## src/rtl/prog_cmd_pkg.sv

```systemverilog
// Shared field widths and strobe codes for the programming command port.
package prog_cmd_pkg;
    localparam int STB_W    = 7;
    localparam int ARG_W    = 8;
    localparam int CMD_W    = STB_W + ARG_W;
    localparam int DONE_BIT = 9;
    localparam int FULL_ADR = 24;

    localparam logic [STB_W-1:0] STB_MODE  = 7'b0100011;
    localparam logic [STB_W-1:0] STB_ADR_X = 7'b0001011;
    localparam logic [STB_W-1:0] STB_ADR_H = 7'b0000111;
    localparam logic [STB_W-1:0] STB_ADR_L = 7'b0000011;
    localparam logic [STB_W-1:0] STB_DAT_L = 7'b0010011;
    localparam logic [STB_W-1:0] STB_DAT_H = 7'b0010111;

    // True for strobes that write state rather than read the memory.
    function automatic logic is_load(input logic [STB_W-1:0] s);
        return (s == STB_MODE)  || (s == STB_ADR_X) || (s == STB_ADR_H) ||
               (s == STB_ADR_L) || (s == STB_DAT_L) || (s == STB_DAT_H);
    endfunction
endpackage

```

## src/rtl/prog_cmd_shreg.sv

```systemverilog
// Scan register: parallel capture of the result word, LSB-first shift.
// Assumes capture and shift strobes are one TAP cycle each; capture wins.
module prog_cmd_shreg #(
    parameter int W = 15
) (
    input  logic         clk,
    input  logic         rst_n,
    input  logic         cap,
    input  logic         shift,
    input  logic         tdi,
    input  logic [W-1:0] cap_word,
    output logic [W-1:0] sr,
    output logic         tdo
);
    // Capture or shift the scan word.
    always_ff @(posedge clk) begin
        if (!rst_n)     sr <= '0;
        else if (cap)   sr <= cap_word;
        else if (shift) sr <= {tdi, sr[W-1:1]};
    end

    assign tdo = sr[0];

    assert_capture_R2: assert property (@(posedge clk) disable iff (!rst_n)
        cap |=> sr == $past(cap_word));
    assert_shift_in_R3: assert property (@(posedge clk) disable iff (!rst_n)
        (shift && !cap) |=> sr[W-1] == $past(tdi));
endmodule

```

## src/rtl/prog_cmd_exec.sv

```systemverilog
// Command latch and executor: latches the scan word on update (when enabled),
// runs it on one run-idle cycle, and holds mode, address and write data.
// Assumes ADDR_W is at most 24.
module prog_cmd_exec
    import prog_cmd_pkg::*;
#(
    parameter int ADDR_W = 17
) (
    input  logic              clk,
    input  logic              rst_n,
    input  logic              prog_en,
    input  logic              upd,
    input  logic              run_idle,
    input  logic [CMD_W-1:0]  sr_in,
    output logic [STB_W-1:0]  cmd_code,
    output logic [ARG_W-1:0]  mode,
    output logic [ADDR_W-1:0] addr,
    output logic [15:0]       wdata,
    output logic              exec_pulse
);
    logic [CMD_W-1:0]    cmd_q;
    logic                pending;
    logic [FULL_ADR-1:0] adr_wide;
    logic [FULL_ADR-1:0] adr_next;
    logic [ARG_W-1:0]    arg;
    logic                go;

    assign cmd_code = cmd_q[CMD_W-1:ARG_W];
    assign arg      = cmd_q[ARG_W-1:0];
    assign go       = run_idle && pending;

    // Widen the address, splice the addressed byte in, then drop high bits.
    always_comb begin
        adr_wide = '0;
        adr_wide[ADDR_W-1:0] = addr;
        adr_next = adr_wide;
        case (cmd_code)
            STB_ADR_L: adr_next[7:0]   = arg;
            STB_ADR_H: adr_next[15:8]  = arg;
            STB_ADR_X: adr_next[23:16] = arg;
            default:   adr_next = adr_wide;
        endcase
    end

    // Latch the command on update and track whether it is still pending.
    always_ff @(posedge clk) begin
        if (!rst_n) begin
            cmd_q   <= '0;
            pending <= 1'b0;
        end else if (upd && prog_en) begin
            cmd_q   <= sr_in;
            pending <= 1'b1;
        end else if (go) begin
            pending <= 1'b0;
        end
    end

    // Execute the pending command: pulse, then apply load strobes.
    always_ff @(posedge clk) begin
        if (!rst_n) begin
            exec_pulse <= 1'b0;
            mode       <= '0;
            addr       <= '0;
            wdata      <= '0;
        end else begin
            exec_pulse <= go;
            if (go) begin
                addr <= adr_next[ADDR_W-1:0];
                if (cmd_code == STB_MODE)  mode        <= arg;
                if (cmd_code == STB_DAT_L) wdata[7:0]  <= arg;
                if (cmd_code == STB_DAT_H) wdata[15:8] <= arg;
            end
        end
    end

    assert_exec_after_idle_R4: assert property (@(posedge clk) disable iff (!rst_n)
        exec_pulse |-> $past(run_idle));
    assert_single_exec_R10: assert property (@(posedge clk) disable iff (!rst_n)
        exec_pulse |=> !exec_pulse);
    assert_ignore_disabled_R8: assert property (@(posedge clk) disable iff (!rst_n)
        (upd && !prog_en) |=> $stable(cmd_code));
    assert_mode_idle_only_R5: assert property (@(posedge clk) disable iff (!rst_n)
        !run_idle |=> $stable(mode));
endmodule

```

## src/rtl/prog_cmd_result.sv

```systemverilog
// Result holder: samples memory byte and done flag when a read-type command
// executes and forms the word returned at the next capture.
module prog_cmd_result
    import prog_cmd_pkg::*;
(
    input  logic             clk,
    input  logic             rst_n,
    input  logic             exec_pulse,
    input  logic [STB_W-1:0] cmd_code,
    input  logic [ARG_W-1:0] mem_rdata,
    input  logic             mem_done,
    output logic [CMD_W-1:0] cap_word
);
    logic [ARG_W-1:0] res_byte;
    logic             res_done;
    logic             rd_exec;

    assign rd_exec = exec_pulse && !is_load(cmd_code);

    // Keep the last read result until another read executes.
    always_ff @(posedge clk) begin
        if (!rst_n) begin
            res_byte <= '0;
            res_done <= 1'b0;
        end else if (rd_exec) begin
            res_byte <= mem_rdata;
            res_done <= mem_done;
        end
    end

    // Place the byte and done flag at their word positions.
    always_comb begin
        cap_word              = '0;
        cap_word[ARG_W-1:0]   = res_byte;
        cap_word[DONE_BIT]    = res_done;
    end

    assert_load_keeps_R9: assert property (@(posedge clk) disable iff (!rst_n)
        (exec_pulse && is_load(cmd_code)) |=> $stable(cap_word));
    assert_idle_keeps_R9: assert property (@(posedge clk) disable iff (!rst_n)
        !exec_pulse |=> $stable(cap_word));
endmodule

```

## src/rtl/prog_cmd_port.sv

```systemverilog
// Top of the serial programming command port: scan register, command
// executor and result holder. Assumes TAP strobes are mutually exclusive.
module prog_cmd_port
    import prog_cmd_pkg::*;
#(
    parameter int ADDR_W = 17
) (
    input  logic              clk,
    input  logic              rst_n,
    input  logic              prog_en,
    input  logic              cap_dr,
    input  logic              shift_dr,
    input  logic              upd_dr,
    input  logic              run_idle,
    input  logic              tdi,
    input  logic [7:0]        mem_rdata,
    input  logic              mem_done,
    output logic              tdo,
    output logic [6:0]        cmd_code,
    output logic [7:0]        mode,
    output logic [ADDR_W-1:0] addr,
    output logic [15:0]       wdata,
    output logic              exec_pulse
);
    logic [CMD_W-1:0] sr;
    logic [CMD_W-1:0] cap_word;

    prog_cmd_shreg #(.W(CMD_W)) u_shreg (
        .clk(clk), .rst_n(rst_n), .cap(cap_dr), .shift(shift_dr), .tdi(tdi),
        .cap_word(cap_word), .sr(sr), .tdo(tdo)
    );

    prog_cmd_exec #(.ADDR_W(ADDR_W)) u_exec (
        .clk(clk), .rst_n(rst_n), .prog_en(prog_en), .upd(upd_dr),
        .run_idle(run_idle), .sr_in(sr), .cmd_code(cmd_code), .mode(mode),
        .addr(addr), .wdata(wdata), .exec_pulse(exec_pulse)
    );

    prog_cmd_result u_result (
        .clk(clk), .rst_n(rst_n), .exec_pulse(exec_pulse), .cmd_code(cmd_code),
        .mem_rdata(mem_rdata), .mem_done(mem_done), .cap_word(cap_word)
    );
endmodule

```

## config.mk

```make
export PLATFORM = sky130hd
export DESIGN_NAME = prog_cmd_port
export DESIGN_NICKNAME = d
export VERILOG_FILES = /design/src/rtl/prog_cmd_pkg.sv /design/src/rtl/prog_cmd_shreg.sv /design/src/rtl/prog_cmd_exec.sv /design/src/rtl/prog_cmd_result.sv /design/src/rtl/prog_cmd_port.sv
export SDC_FILE = /design/constraint.sdc
export NUM_CORES = 1
export LEC_CHECK = 0
export ABC_AREA = 1
export BUFFER_PORTS_ARGS = -buffer_cell sky130_fd_sc_hd__clkbuf_2
export CAP_MARGIN = 15
export CORE_MARGIN = 2
export CORE_UTILIZATION = 35
export DETAILED_ROUTE_END_ITERATION = 10
export GPL_ROUTABILITY_DRIVEN = 0
export PLACE_DENSITY = 0.6
export SLEW_MARGIN = 15
export SYNTH_ARGS = -nofsm -noshare
export SYNTH_HDL_FRONTEND = slang
export SYNTH_SLANG_ARGS = --single-unit
```

## constraint.sdc

```tcl
create_clock -name clk -period 2.4 [get_ports clk]
set_clock_uncertainty 0.1 [all_clocks]
set_input_delay 0.6 -clock clk [delete_from_list [all_inputs] [get_ports clk]]
set_output_delay 0.6 -clock clk [all_outputs]
set_load 0.01 [all_outputs]
```

==> parameters.txt <==
Parameter                              Value

Synthesis
  Sequential fraction of the synthesis area ... 0.505
  Post-synthesis cell area ... 3250 µm²
  Post-synthesis cell count ... 418
  Count of different cell masters after synthesis ... 20
  Total of warnings raised by yosys ... 0
  Post-synthesis net count ... 435
  Number of synthesized register bits ... 82
  Post-synthesis average cell area ... between 7 and 8 µm²

Timing
  Fin. Hold Viols ... 0
  Final hold slack ... 0.344 ns
  Final setup TNS ... 0 ns
  Timing-limited maximum frequency ... 614 MHz
  Period Utilization, post-route ... 0.679
  # setup viols final ... 0
  Final Max Slew Viols ... 0
  Tightest Pin Transition ... around 0.42 ns
  RSZ-0062 raised after global routing ... false
  Headroom to the max-slew limit ... 0.721
  Min Tclk post-route ... 1.63 ns

Finish
  Final #Nets ... 494
  Combined area of the multi-input logic cells ... about 1300 µm²
  Fraction of the core area covered by cells at the end of the flow ... 0.425
  Count of filler cells inserted in the layout ... slightly below 1000
  Signed area change from the synthesized netlist to the final layout ... 19.2%
  Share of final-layout standard cells stronger than drive strength 1 ... 0.231
  Most common cell after layout, fill and taps aside ... sky130_fd_sc_hd__dfxtp_1
  Area used by sequential logic in the layout ... roughly 1600 µm²
  Top library cells by usage in the layout, fill and taps aside ... sky130_fd_sc_hd__dfxtp_1 (82), sky130_fd_sc_hd__clkbuf_2 (66), sky130_fd_sc_hd__nand2_1 (54), sky130_fd_sc_hd__nor2_1 (53), sky130_fd_sc_hd__a21oi_1 (51)
  Cell area after layout ... 3870 µm²
  Non-filler cells in the finished layout ... roughly 590
  Antenna diode instance count ... 0

Pwr
  Sequential Power Share ... 0.500
  Clock power share ... 0.444
  Net load switching power ... between 600 and 700 µW
  Power per Cell Area ... 737 nW/µm²
  Worst supply voltage drop on vdd ... 362 µV
  Static Leak ... 0.00164 µW
  Switching part of the total power ... 0.218
  Internal ... 2230 µW
  Part of the total power dissipated in combinational logic ... 0.056

Clock tree
  PostCTS Resize Cnt ... 0
  Num CTS Buffers ... 9
  Insertion delay of the later-clocked pin in the worst-skew pair ... 0.35 ns
  Number of levels in the clock H-tree ... 3
  Clock tree from TritonCTS ... yes
  Deepest clock path buffer count ... 2
  Number of buffers inserted for hold repair after clock tree synthesis ... 0
  Post-CTS clock slew at the launch and capture registers of the worst setup and hold paths ... roughly 0.090 ns
  Clk sink count ... 82
  Cell chosen for the clock root ... sky130_fd_sc_hd__clkbuf_8
  Buffer count from post-CTS setup fixing ... 0

Placement
  DP Area ... 3620 µm²
  Input/output buffers ... 66
  Detailed Place HPWL ... roughly 5500 µm
  Placed cell count ... between 500 and 600

Critical path
  Slowest cell delay on critical path ... 0.41 ns
  Crit path buffers/inverters ... 1
  Worst Setup End Kind ... output port
  Data arrival time of the critical path ... around 0.93 ns
  Critical Setup Path Class ... flip-flop to output port
  Largest fanout on the critical path ... 3
  Category of cells accounting for the largest share of critical-path delay ... flip-flops
  Crit-path slowest cell ... sky130_fd_sc_hd__dfxtp_1
  Required time worst endpoint ... 1.70 ns
  Worst path cell trace ... clkbuf_2
  Crit path launch type ... flip-flop
  Cell count along the critical path ... 1
  Reg2Reg Setup Slack ... 0.85 ns
  Depth of the worst register-to-register path ... 9

GRT
  Congestion Overflow GR ... 0
  Overall routing resource usage ... 0.157
  First-pass GRT wire length ... 12400 µm
  Number of global-route vias before repair ... around 2600
  Maximum number of pins on one net before global-route repair ... 29
  Number of antenna violations at the first check in global routing ... 0

Flow run
  Max Cap Violations ... 0

Route
  Via count normalized by instance count ... 4.83
  Remaining antenna violation count after routing ... 0
  Routed wire length ... 7550 µm
  Vias ... 2861
  Number of iterations in the first detailed-routing pass ... 4
  Drt drc ... 0
  Number of DRC violations after detailed-routing iteration 0 ... 135
  Routed wire per std cell ... 12.8 µm

Min path
  Hold Crit Depth ... 2
  Class of the most critical hold timing path ... flip-flop to flip-flop

Floorplan
  Core Box Area ... slightly above 9000 µm²
  Vertical extent of the die ... 100 µm
  Chip width ... about 100 µm
  Initial standard-cell utilization of the core ... 0.357
  Die ar. ... between 10000 and 15000 µm²
  I/O Pins ... 67
  Number of standard-cell rows in the floorplan ... 35

Outcome
  Run status ... completed
-- kinds of logic (layout without fill, tap and decap cells) --
family / count (synthesis) / count (layout) / share of synthesized area
DFF: 82 / 82 / 0.505
buffers and inverters: 72 / 135 / 0.0985
AOI/OAI and AO/OA: 109 / 109 / 0.179
and+or+nand+nor: 155 / 155 / 0.217
-- final timing paths --
kind,startpoint,to
worst max register to register,u_exec.cmd_q[12],u_result.res_byte[6]
worst max-delay path,u_exec.exec_pulse,exec_pulse
worst min register to register,u_exec.mode[3],u_exec.mode[3]
worst min-delay path,u_exec.mode[3],u_exec.mode[3]
-- power groups by stage --
stage,logic [µW],clock network [µW],registers [µW]
2_1_floorplan,123,0,1440
6_report,160,1270,1430
5_1_grt,184,1340,1430
3_5_place_dp,160,0,1460
4_1_cts,161,1290,1430
3_3_place_gp,157,0,1460
-- cell usage after synthesis --
master / n / share of area
sky130_fd_sc_hd__a21oi_1: 51 / 0.079
sky130_fd_sc_hd__a31oi_1: 9 / 0.017
sky130_fd_sc_hd__buf_1: 1 / 0.0012
sky130_fd_sc_hd__buf_2: 4 / 0.0062
sky130_fd_sc_hd__buf_4: 8 / 0.018
sky130_fd_sc_hd__buf_6: 2 / 0.0069
sky130_fd_sc_hd__clkbuf_1: 8 / 0.0092
sky130_fd_sc_hd__dfxtp_1: 82 / 0.51
sky130_fd_sc_hd__inv_1: 43 / 0.050
sky130_fd_sc_hd__inv_2: 6 / 0.0069
sky130_fd_sc_hd__nand2_1: 54 / 0.062
sky130_fd_sc_hd__nand2_2: 6 / 0.012
sky130_fd_sc_hd__nand3_1: 29 / 0.045
sky130_fd_sc_hd__nand3_2: 4 / 0.012
sky130_fd_sc_hd__nor2_1: 53 / 0.061
sky130_fd_sc_hd__nor2_2: 4 / 0.0077
sky130_fd_sc_hd__nor2_4: 5 / 0.017
sky130_fd_sc_hd__o21ai_0: 40 / 0.062
sky130_fd_sc_hd__o21ai_1: 2 / 0.0031
sky130_fd_sc_hd__o221ai_1: 7 / 0.019
-- flip-flops by register name, indices dropped and copies added (netlist names), 8 cells and up --
signal and flops:
u_exec.addr 17, u_exec.cmd_q 15, u_exec.mode 8, u_exec.wdata 16, u_result.res_byte 8, u_shreg.sr 15
-- final cells by class --
cell class,count,share of cell area
clock inverter,6,0.0336
clock buffer,9,0.0320
timing repair buffer,71,0.0949
inverter,49,0.0475
tap,111,0.0358
multi-input combinational,264,0.333
sequential,82,0.424
-- stage by stage --
step                      total power [µW]  setup slack (ns)
after floorplan                       1570             0.950
after global placement                1620             0.586
after detailed placement              1620             0.533
after CTS                             2880             0.753
after global routing                  2950             0.674
final                                 2860             0.771
-- per-layer routing --
layer	share of wire	vias up	global-route usage
met5	0	-	0
met4	0.015	0	0.0537
met1	0.48	1298	0.204
met3	0.048	13	0.0397
met2	0.46	64	0.256
li1	-	1486	-
No activity file was read; power rests on OpenSTA's default activity.
